**config.mk**
```make
export PLATFORM = sky130hd
export DESIGN_NAME = wreg_file
export DESIGN_NICKNAME = d
export VERILOG_FILES = /design/src/rtl/wreg_pkg.sv /design/src/rtl/wreg_ds_decode.sv /design/src/rtl/wreg_gpr_bank.sv /design/src/rtl/wreg_io_bank.sv /design/src/rtl/wreg_file.sv
export SDC_FILE = /design/constraint.sdc
export NUM_CORES = 2
export LEC_CHECK = 0
export CORE_UTILIZATION = 28
export CTS_CLUSTER_DIAMETER = 80
export DETAILED_ROUTE_END_ITERATION = 8
export DONT_BUFFER_PORTS = 1
export PLACE_DENSITY = 0.52
export SLEW_MARGIN = 20
export SYNTH_ARGS = -nofsm -noshare
export SYNTH_HDL_FRONTEND = slang
export SYNTH_SLANG_ARGS = --single-unit
```
**constraint.sdc**
```tcl
create_clock -name clk -period 5.1 [get_ports clk]
set_input_delay 0.255 -clock clk [delete_from_list [all_inputs] [get_ports clk]]
set_output_delay 0.255 -clock clk [all_outputs]
set_load 0.05 [all_outputs]
```
**src/rtl/wreg_pkg.sv**
```systemverilog
package wreg_pkg;
    localparam int unsigned DATA_W = 8;
    localparam int unsigned GPR_N  = 32;
    localparam int unsigned IO_N   = 64;
    localparam int unsigned DS_AW  = 16;
    localparam int unsigned PTR_N  = 3;

    typedef enum logic [1:0] {
        PTR_X    = 2'd0,
        PTR_Y    = 2'd1,
        PTR_Z    = 2'd2,
        PTR_NONE = 2'd3
    } ptr_sel_e;

    typedef struct packed {
        logic hit_gpr;
        logic hit_io;
        logic hit_ext;
    } ds_region_t;
endpackage

```
**src/rtl/wreg_ds_decode.sv**
```systemverilog
module wreg_ds_decode
    import wreg_pkg::*;
#(
    parameter int unsigned GPR_N  = wreg_pkg::GPR_N,
    parameter int unsigned IO_N   = wreg_pkg::IO_N,
    parameter int unsigned DS_AW  = wreg_pkg::DS_AW,
    parameter int unsigned GPR_AW = $clog2(GPR_N),
    parameter int unsigned IO_AW  = $clog2(IO_N)
) (
    input  logic              ds_en,
    input  logic [DS_AW-1:0]  ds_addr,
    output ds_region_t        region,
    output logic [GPR_AW-1:0] gpr_idx,
    output logic [IO_AW-1:0]  io_idx
);
    localparam logic [DS_AW-1:0] IO_BASE  = DS_AW'(GPR_N);
    localparam logic [DS_AW-1:0] EXT_BASE = DS_AW'(GPR_N + IO_N);

    logic [DS_AW-1:0] io_off;

    always_comb begin
        region  = '0;
        io_off  = ds_addr - IO_BASE;
        gpr_idx = ds_addr[GPR_AW-1:0];
        io_idx  = io_off[IO_AW-1:0];
        if (ds_addr < IO_BASE) begin
            region.hit_gpr = 1'b1;
        end else if (ds_addr < EXT_BASE) begin
            region.hit_io = 1'b1;
        end else begin
            region.hit_ext = ds_en;
        end
    end
endmodule

```
**src/rtl/wreg_gpr_bank.sv**
```systemverilog
module wreg_gpr_bank #(
    parameter int unsigned DATA_W   = wreg_pkg::DATA_W,
    parameter int unsigned GPR_N    = wreg_pkg::GPR_N,
    parameter int unsigned PTR_N    = wreg_pkg::PTR_N,
    parameter int unsigned GPR_AW   = $clog2(GPR_N),
    parameter int unsigned PTR_BASE = GPR_N - 2 * PTR_N
) (
    input  logic                             clk,
    input  logic                             rst,
    input  logic [GPR_AW-1:0]                rd_a_idx,
    output logic [DATA_W-1:0]                rd_a_val,
    input  logic [GPR_AW-1:0]                rd_b_idx,
    output logic [DATA_W-1:0]                rd_b_val,
    input  logic [GPR_AW-1:0]                rd_c_idx,
    output logic [DATA_W-1:0]                rd_c_val,
    input  logic                             alu_we,
    input  logic [GPR_AW-1:0]                alu_idx,
    input  logic [DATA_W-1:0]                alu_val,
    input  logic                             ds_we,
    input  logic [GPR_AW-1:0]                ds_idx,
    input  logic [DATA_W-1:0]                ds_wdata,
    input  logic                             ptr_we,
    input  logic [1:0]                       ptr_sel,
    input  logic [2*DATA_W-1:0]              ptr_val,
    output logic [PTR_N-1:0][2*DATA_W-1:0]   ptr_out
);
    typedef struct packed {
        logic [GPR_N-1:0][DATA_W-1:0] r;
    } bank_t;

    bank_t st_d, st_q;

    always_comb begin
        st_d = st_q;
        // lowest priority: data-space store
        if (ds_we) begin
            st_d.r[ds_idx] = ds_wdata;
        end
        // middle priority: 16-bit pointer update, both bytes together
        if (ptr_we) begin
            for (int k = 0; k < int'(PTR_N); k++) begin
                if (ptr_sel == 2'(k)) begin
                    st_d.r[PTR_BASE + 2 * k]     = ptr_val[DATA_W-1:0];
                    st_d.r[PTR_BASE + 2 * k + 1] = ptr_val[2*DATA_W-1:DATA_W];
                end
            end
        end
        // highest priority: ALU write-back
        if (alu_we) begin
            st_d.r[alu_idx] = alu_val;
        end
        if (rst) begin
            st_d = '0;
        end
    end

    always_ff @(posedge clk) begin
        st_q <= st_d;
    end

    assign rd_a_val = st_q.r[rd_a_idx];
    assign rd_b_val = st_q.r[rd_b_idx];
    assign rd_c_val = st_q.r[rd_c_idx];

    for (genvar k = 0; k < int'(PTR_N); k++) begin : g_ptr
        assign ptr_out[k] = {st_q.r[PTR_BASE + 2 * k + 1], st_q.r[PTR_BASE + 2 * k]};
    end
endmodule

```
**src/rtl/wreg_io_bank.sv**
```systemverilog
module wreg_io_bank #(
    parameter int unsigned DATA_W = wreg_pkg::DATA_W,
    parameter int unsigned IO_N   = wreg_pkg::IO_N,
    parameter int unsigned IO_AW  = $clog2(IO_N)
) (
    input  logic              clk,
    input  logic              rst,
    input  logic              ds_we,
    input  logic [IO_AW-1:0]  ds_idx,
    input  logic [DATA_W-1:0] ds_wdata,
    output logic [DATA_W-1:0] ds_val,
    input  logic              io_we,
    input  logic [IO_AW-1:0]  io_idx,
    input  logic [DATA_W-1:0] io_wdata,
    output logic [DATA_W-1:0] io_val
);
    typedef struct packed {
        logic [IO_N-1:0][DATA_W-1:0] r;
    } window_t;

    window_t st_d, st_q;

    always_comb begin
        st_d = st_q;
        if (ds_we) begin
            st_d.r[ds_idx] = ds_wdata;
        end
        // direct port overrides a colliding data-space store
        if (io_we) begin
            st_d.r[io_idx] = io_wdata;
        end
        if (rst) begin
            st_d = '0;
        end
    end

    always_ff @(posedge clk) begin
        st_q <= st_d;
    end

    assign ds_val = st_q.r[ds_idx];
    assign io_val = st_q.r[io_idx];
endmodule

```
**src/rtl/wreg_file.sv**
```systemverilog
module wreg_file
    import wreg_pkg::*;
#(
    parameter int unsigned DATA_W = wreg_pkg::DATA_W,
    parameter int unsigned GPR_N  = wreg_pkg::GPR_N,
    parameter int unsigned IO_N   = wreg_pkg::IO_N,
    parameter int unsigned DS_AW  = wreg_pkg::DS_AW,
    parameter int unsigned PTR_N  = wreg_pkg::PTR_N,
    parameter int unsigned GPR_AW = $clog2(GPR_N),
    parameter int unsigned IO_AW  = $clog2(IO_N)
) (
    input  logic                clk,
    input  logic                rst,
    input  logic [GPR_AW-1:0]   rd_a_idx,
    output logic [DATA_W-1:0]   rd_a_val,
    input  logic [GPR_AW-1:0]   rd_b_idx,
    output logic [DATA_W-1:0]   rd_b_val,
    input  logic                alu_we,
    input  logic [GPR_AW-1:0]   alu_idx,
    input  logic [DATA_W-1:0]   alu_val,
    input  logic                ds_en,
    input  logic                ds_we,
    input  logic [DS_AW-1:0]    ds_addr,
    input  logic [DATA_W-1:0]   ds_wdata,
    output logic [DATA_W-1:0]   ds_rdata,
    output logic                ds_ext_sel,
    input  logic                io_we,
    input  logic [IO_AW-1:0]    io_addr,
    input  logic [DATA_W-1:0]   io_wdata,
    output logic [DATA_W-1:0]   io_rdata,
    input  logic                ptr_we,
    input  logic [1:0]          ptr_sel,
    input  logic [2*DATA_W-1:0] ptr_val,
    output logic [2*DATA_W-1:0] ptr_x,
    output logic [2*DATA_W-1:0] ptr_y,
    output logic [2*DATA_W-1:0] ptr_z
);
    ds_region_t                    region;
    logic [GPR_AW-1:0]             ds_gpr_idx;
    logic [IO_AW-1:0]              ds_io_idx;
    logic [DATA_W-1:0]             ds_gpr_val;
    logic [DATA_W-1:0]             ds_io_val;
    logic                          ds_wr;
    logic [PTR_N-1:0][2*DATA_W-1:0] ptr_all;

    assign ds_wr = ds_en & ds_we;

    wreg_ds_decode #(
        .GPR_N (GPR_N),
        .IO_N  (IO_N),
        .DS_AW (DS_AW),
        .GPR_AW(GPR_AW),
        .IO_AW (IO_AW)
    ) u_decode (
        .ds_en  (ds_en),
        .ds_addr(ds_addr),
        .region (region),
        .gpr_idx(ds_gpr_idx),
        .io_idx (ds_io_idx)
    );

    wreg_gpr_bank #(
        .DATA_W(DATA_W),
        .GPR_N (GPR_N),
        .PTR_N (PTR_N),
        .GPR_AW(GPR_AW)
    ) u_gpr (
        .clk     (clk),
        .rst     (rst),
        .rd_a_idx(rd_a_idx),
        .rd_a_val(rd_a_val),
        .rd_b_idx(rd_b_idx),
        .rd_b_val(rd_b_val),
        .rd_c_idx(ds_gpr_idx),
        .rd_c_val(ds_gpr_val),
        .alu_we  (alu_we),
        .alu_idx (alu_idx),
        .alu_val (alu_val),
        .ds_we   (ds_wr & region.hit_gpr),
        .ds_idx  (ds_gpr_idx),
        .ds_wdata(ds_wdata),
        .ptr_we  (ptr_we),
        .ptr_sel (ptr_sel),
        .ptr_val (ptr_val),
        .ptr_out (ptr_all)
    );

    wreg_io_bank #(
        .DATA_W(DATA_W),
        .IO_N  (IO_N),
        .IO_AW (IO_AW)
    ) u_io (
        .clk     (clk),
        .rst     (rst),
        .ds_we   (ds_wr & region.hit_io),
        .ds_idx  (ds_io_idx),
        .ds_wdata(ds_wdata),
        .ds_val  (ds_io_val),
        .io_we   (io_we),
        .io_idx  (io_addr),
        .io_wdata(io_wdata),
        .io_val  (io_rdata)
    );

    always_comb begin
        ds_rdata = '0;
        if (region.hit_gpr) begin
            ds_rdata = ds_gpr_val;
        end else if (region.hit_io) begin
            ds_rdata = ds_io_val;
        end
    end

    assign ds_ext_sel = region.hit_ext;
    assign ptr_x      = ptr_all[PTR_X];
    assign ptr_y      = ptr_all[PTR_Y];
    assign ptr_z      = ptr_all[PTR_Z];
endmodule

```
==> impl_metrics.toml <==
[run_status]
status = "complete, no violations"

[logic_synthesis]
synth-edff-count = 0
synthDistinctLibCells = 71
synth_top_cell_by_area = "dfxtp_1"
yosys_warnings = 0
synthTopCellsByArea = "dfxtp_1 31%, mux2i_1 19%, mux4_2 11%, a211oi_1 10%, nor2_1 6.4%"
async_flop_share = 0
synthFlopType = "dfxtp_1"
netlist.area_leader.share = 0.305
yosysSeqAreaShare = 0.305
syn_area_sq_mm = 0.0503
netlist_instances = 5321
avgSynthCellArea_sq_um = 9.46
ys_ff_latch = 768
synth_fp_nets = 5407

[power]
clock_power_share = 0.455
p_seq_frac = 0.440
vdd_drop_max_uv = 256
p_leak_uw = 0.0231
power_density_mw_per_mm2 = 256
combinationalPowerShare = 0.105
power.internal_uw = 10100
switching_power_uw = 4070
swShare = 0.286

[detailed_routing]
via_count = 46700
avgRoutedWirePerCell_um = 33.8
via_per_inst = 6.35
drt_iter0_markers = 6741
drc = 0
wirelength_um = 249000
drtAntennaViolNets = 0
drtPass1Iterations = 8

[worst_setup_path]
path_class = "flip-flop to output port"
rr_startpoint = "u_gpr.ptr_out[18]"
cp-end-kind = "output port"
slowest_delay_ns = 0.66
cp-start-kind = "flip-flop"
cp_max_fo = 5
r2r_end = "u_gpr.ptr_out[18]"
cp_top_family = "compound AO/OA/AOI/OAI gates"
cp_num_cells = 6
reg2regPathDepth = 3
crit_required_ns = 4.85
cp_cell_sequence = "mux2i_1 -> o22ai_1 -> or4_1 -> o21ai_0 -> o211ai_1 -> buf_6"
crit_path_top_delay_cell = "o21ai_0"
reg2reg_slack_ns = 3.61
critPathBufInv = 1
arrival_ns = 3.93

[floorplanning]
core_sq_mm = 0.178
io_pins = 167
design.die.area_sq_mm = 0.181
dieHeight_um = 426
start_util = 0.282
rows = 155
chipWidth_um = 426

[placement]
place_inst = 7106
place_congestion = 1.01
io_buffers = 0
post_dp_cell_area_sq_mm = 0.0513
dp_hpwl_um = 154000

[cts]
cts_tree = "built"
cts_made_buffers = 86
clk_pin_slew_ns = 0.06
cts_setup_buffers = 0
clk_latency_ns = 0.69
h-tree-depth = 3
cts_sinks = 768
clock_path_buffers = 3
cts-root-buf = "clkbuf_16"

[timing]
fmax_ghz = 0.239
max_slew_margin = 0.210
slew_viol_final = 0
finClkSkew_ns = 0
finalHoldViolCount = 0
rsz0062_at_grt = "false"
hold_slack_ns = 0.0162
finalCriticalPeriod_ns = 4.18
tns_ns = 0
min_period_over_period = 0.821
tightest_slew_ns = 1.18
setup_viol = 0

[min_path]
holdPathEnd = "u_io.st_q[62]"
hold_start = "io_wdata[6]"
hold_path_class = "primary input to flip-flop"
hold_depth = 3

[layout]
multiInputGateArea_sq_mm = 0.0325
ff_latch_area_sq_mm = 0.0154
final_cells = 7357
area_delta_synth_final_pct = 10.3
drive_gt1_frac = 0.145
fin_nets = 5020
fill_cells = 18400
utilization = 0.311
design_area_sq_mm = 0.0555

[grt]
grt_use_total = 0.264
grt_overflow_total = 0
antenna_found_initial = 13
grt_pass1_vias = 42600
grt_start_max_net_pins = 436
grt_pass1_wl_um = 346000

[flow_run]
maxCapViolations = 0
logic make-up (layout without fill, tap and decap cells):
logic type,Yosys count,after routing,synth area share
muxes,1348,1348,0.333
other,0,4,0
and+or+nand+nor,1372,1372,0.131
buffers and inverters,640,317,0.0534
DFF,768,768,0.305
AOI/OAI and AO/OA,1193,1193,0.176
synthesized netlist by cell type, types with 11 or more instances:
cell type / instances
clkbuf_1: 451
a211oi_1: 703
nand4_1: 35
a22o_1: 22
nand4_2: 53
buf_4: 49
nor3_1: 31
a311oi_1: 16
mux2i_1: 976
mux2_2: 122
a222oi_1: 13
nand4_4: 20
a22oi_1: 153
a221o_1: 15
nand2_1: 205
buf_1: 63
a21oi_1: 29
or3_1: 21
o21ai_0: 73
o22ai_1: 53
nor2_1: 854
and2_1: 18
a221oi_1: 58
dfxtp_1: 768
o221ai_1: 13
buf_2: 67
and3_1: 11
nor2b_1: 13
mux4_2: 250
nand3_1: 43
per-layer routing:
metal | vias to the layer above | GRT usage | routed length, um
li1 | 19600 | - | -
met1 | 23200 | 0.337 | 96400
met2 | 3195 | 0.386 | 105000
met3 | 727 | 0.104 | 32800
met4 | 16 | 0.126 | 14800
met5 | - | 0 | 167
through the flow:
stage / total power [uW] / worst slack [ns]
floorplan: 7380 / 1.31
detailed placement: 7300 / 1.62
global placement: 7300 / 1.72
finish: 14200 / 0.915
global route: 14500 / 0.968
CTS: 14100 / 1.13
registers in the layout, indices dropped and copies added, names as in the netlist:
register / flops
u_gpr.st_q: 208
u_io.st_q: 512
u_gpr.ptr_out: 48
worst register-to-register path: stages (launching register included):
cell and delay (ns):
dfxtp_1 0.91, mux2_2 0.30, o221ai_1 0.11, nor2_1 0.11
layout make-up:
cell class,instances,area share
multi-input cells,3913,0.585
flip-flops and latches,768,0.277
well taps,2355,0.0531
clock buffers,124,0.0448
repair buffers,158,0.0345
clock inverters,28,0.00498
inverters,7,0.000473
diodes,4,0.000180
what timing repair did:
action	CTS	global route
hold buffers	90	2
gates resized for setup	0	0
endpoints found under the hold margin	768	77
cell usage in the layout, fill, tap and decap left out, types with 13 or more instances in the layout:
cell type      instances
mux2i_1              976
nor2_1               847
or3_1                 21
clkbuf_16             88
clkinv_2              15
a221o_1               15
dfxtp_1              768
a221oi_1              58
a21oi_1               29
dlygate4sd3_1         65
a22oi_1              153
o21ai_0               73
clkbuf_8              15
buf_4                 59
nand4_2               53
buf_16                22
and2_1                21
a211oi_1             703
o22ai_1               52
mux2_2               122
nand3_1               43
a22o_1                22
clkbuf_1              21
nand2_1              205
nand4_4               20
a222oi_1              13
a311oi_1              16
nor3_1                27
nand4_1               35
mux4_2               250
worst max-delay path by stage:
| stage | from | to | slack (ns) |
|---|---|---|---|
| 2_1_floorplan | io_addr[2] | io_rdata[6] | 1.31 |
| 3_3_place_gp | ds_addr[1] | ds_rdata[6] | 1.72 |
| 3_5_place_dp | ds_addr[1] | ds_rdata[6] | 1.62 |
| 4_1_cts | u_gpr.ptr_out[23] | ds_rdata[7] | 1.13 |
| 5_1_grt | u_io.st_q[22] | ds_rdata[6] | 0.97 |
| 6_report | u_gpr.ptr_out[23] | ds_rdata[7] | 0.92 |
power groups by stage:
stage | registers [uW] | clock network [uW] | logic, uW
6_report | 6260 | 6460 | 1490
5_1_grt | 6260 | 6750 | 1490
4_1_cts | 6250 | 6500 | 1350
3_5_place_dp | 6390 | 0 | 919
3_3_place_gp | 6380 | 0 | 916
2_1_floorplan | 6250 | 0 | 1130
No activity file was read; power rests on OpenSTA's default activity.
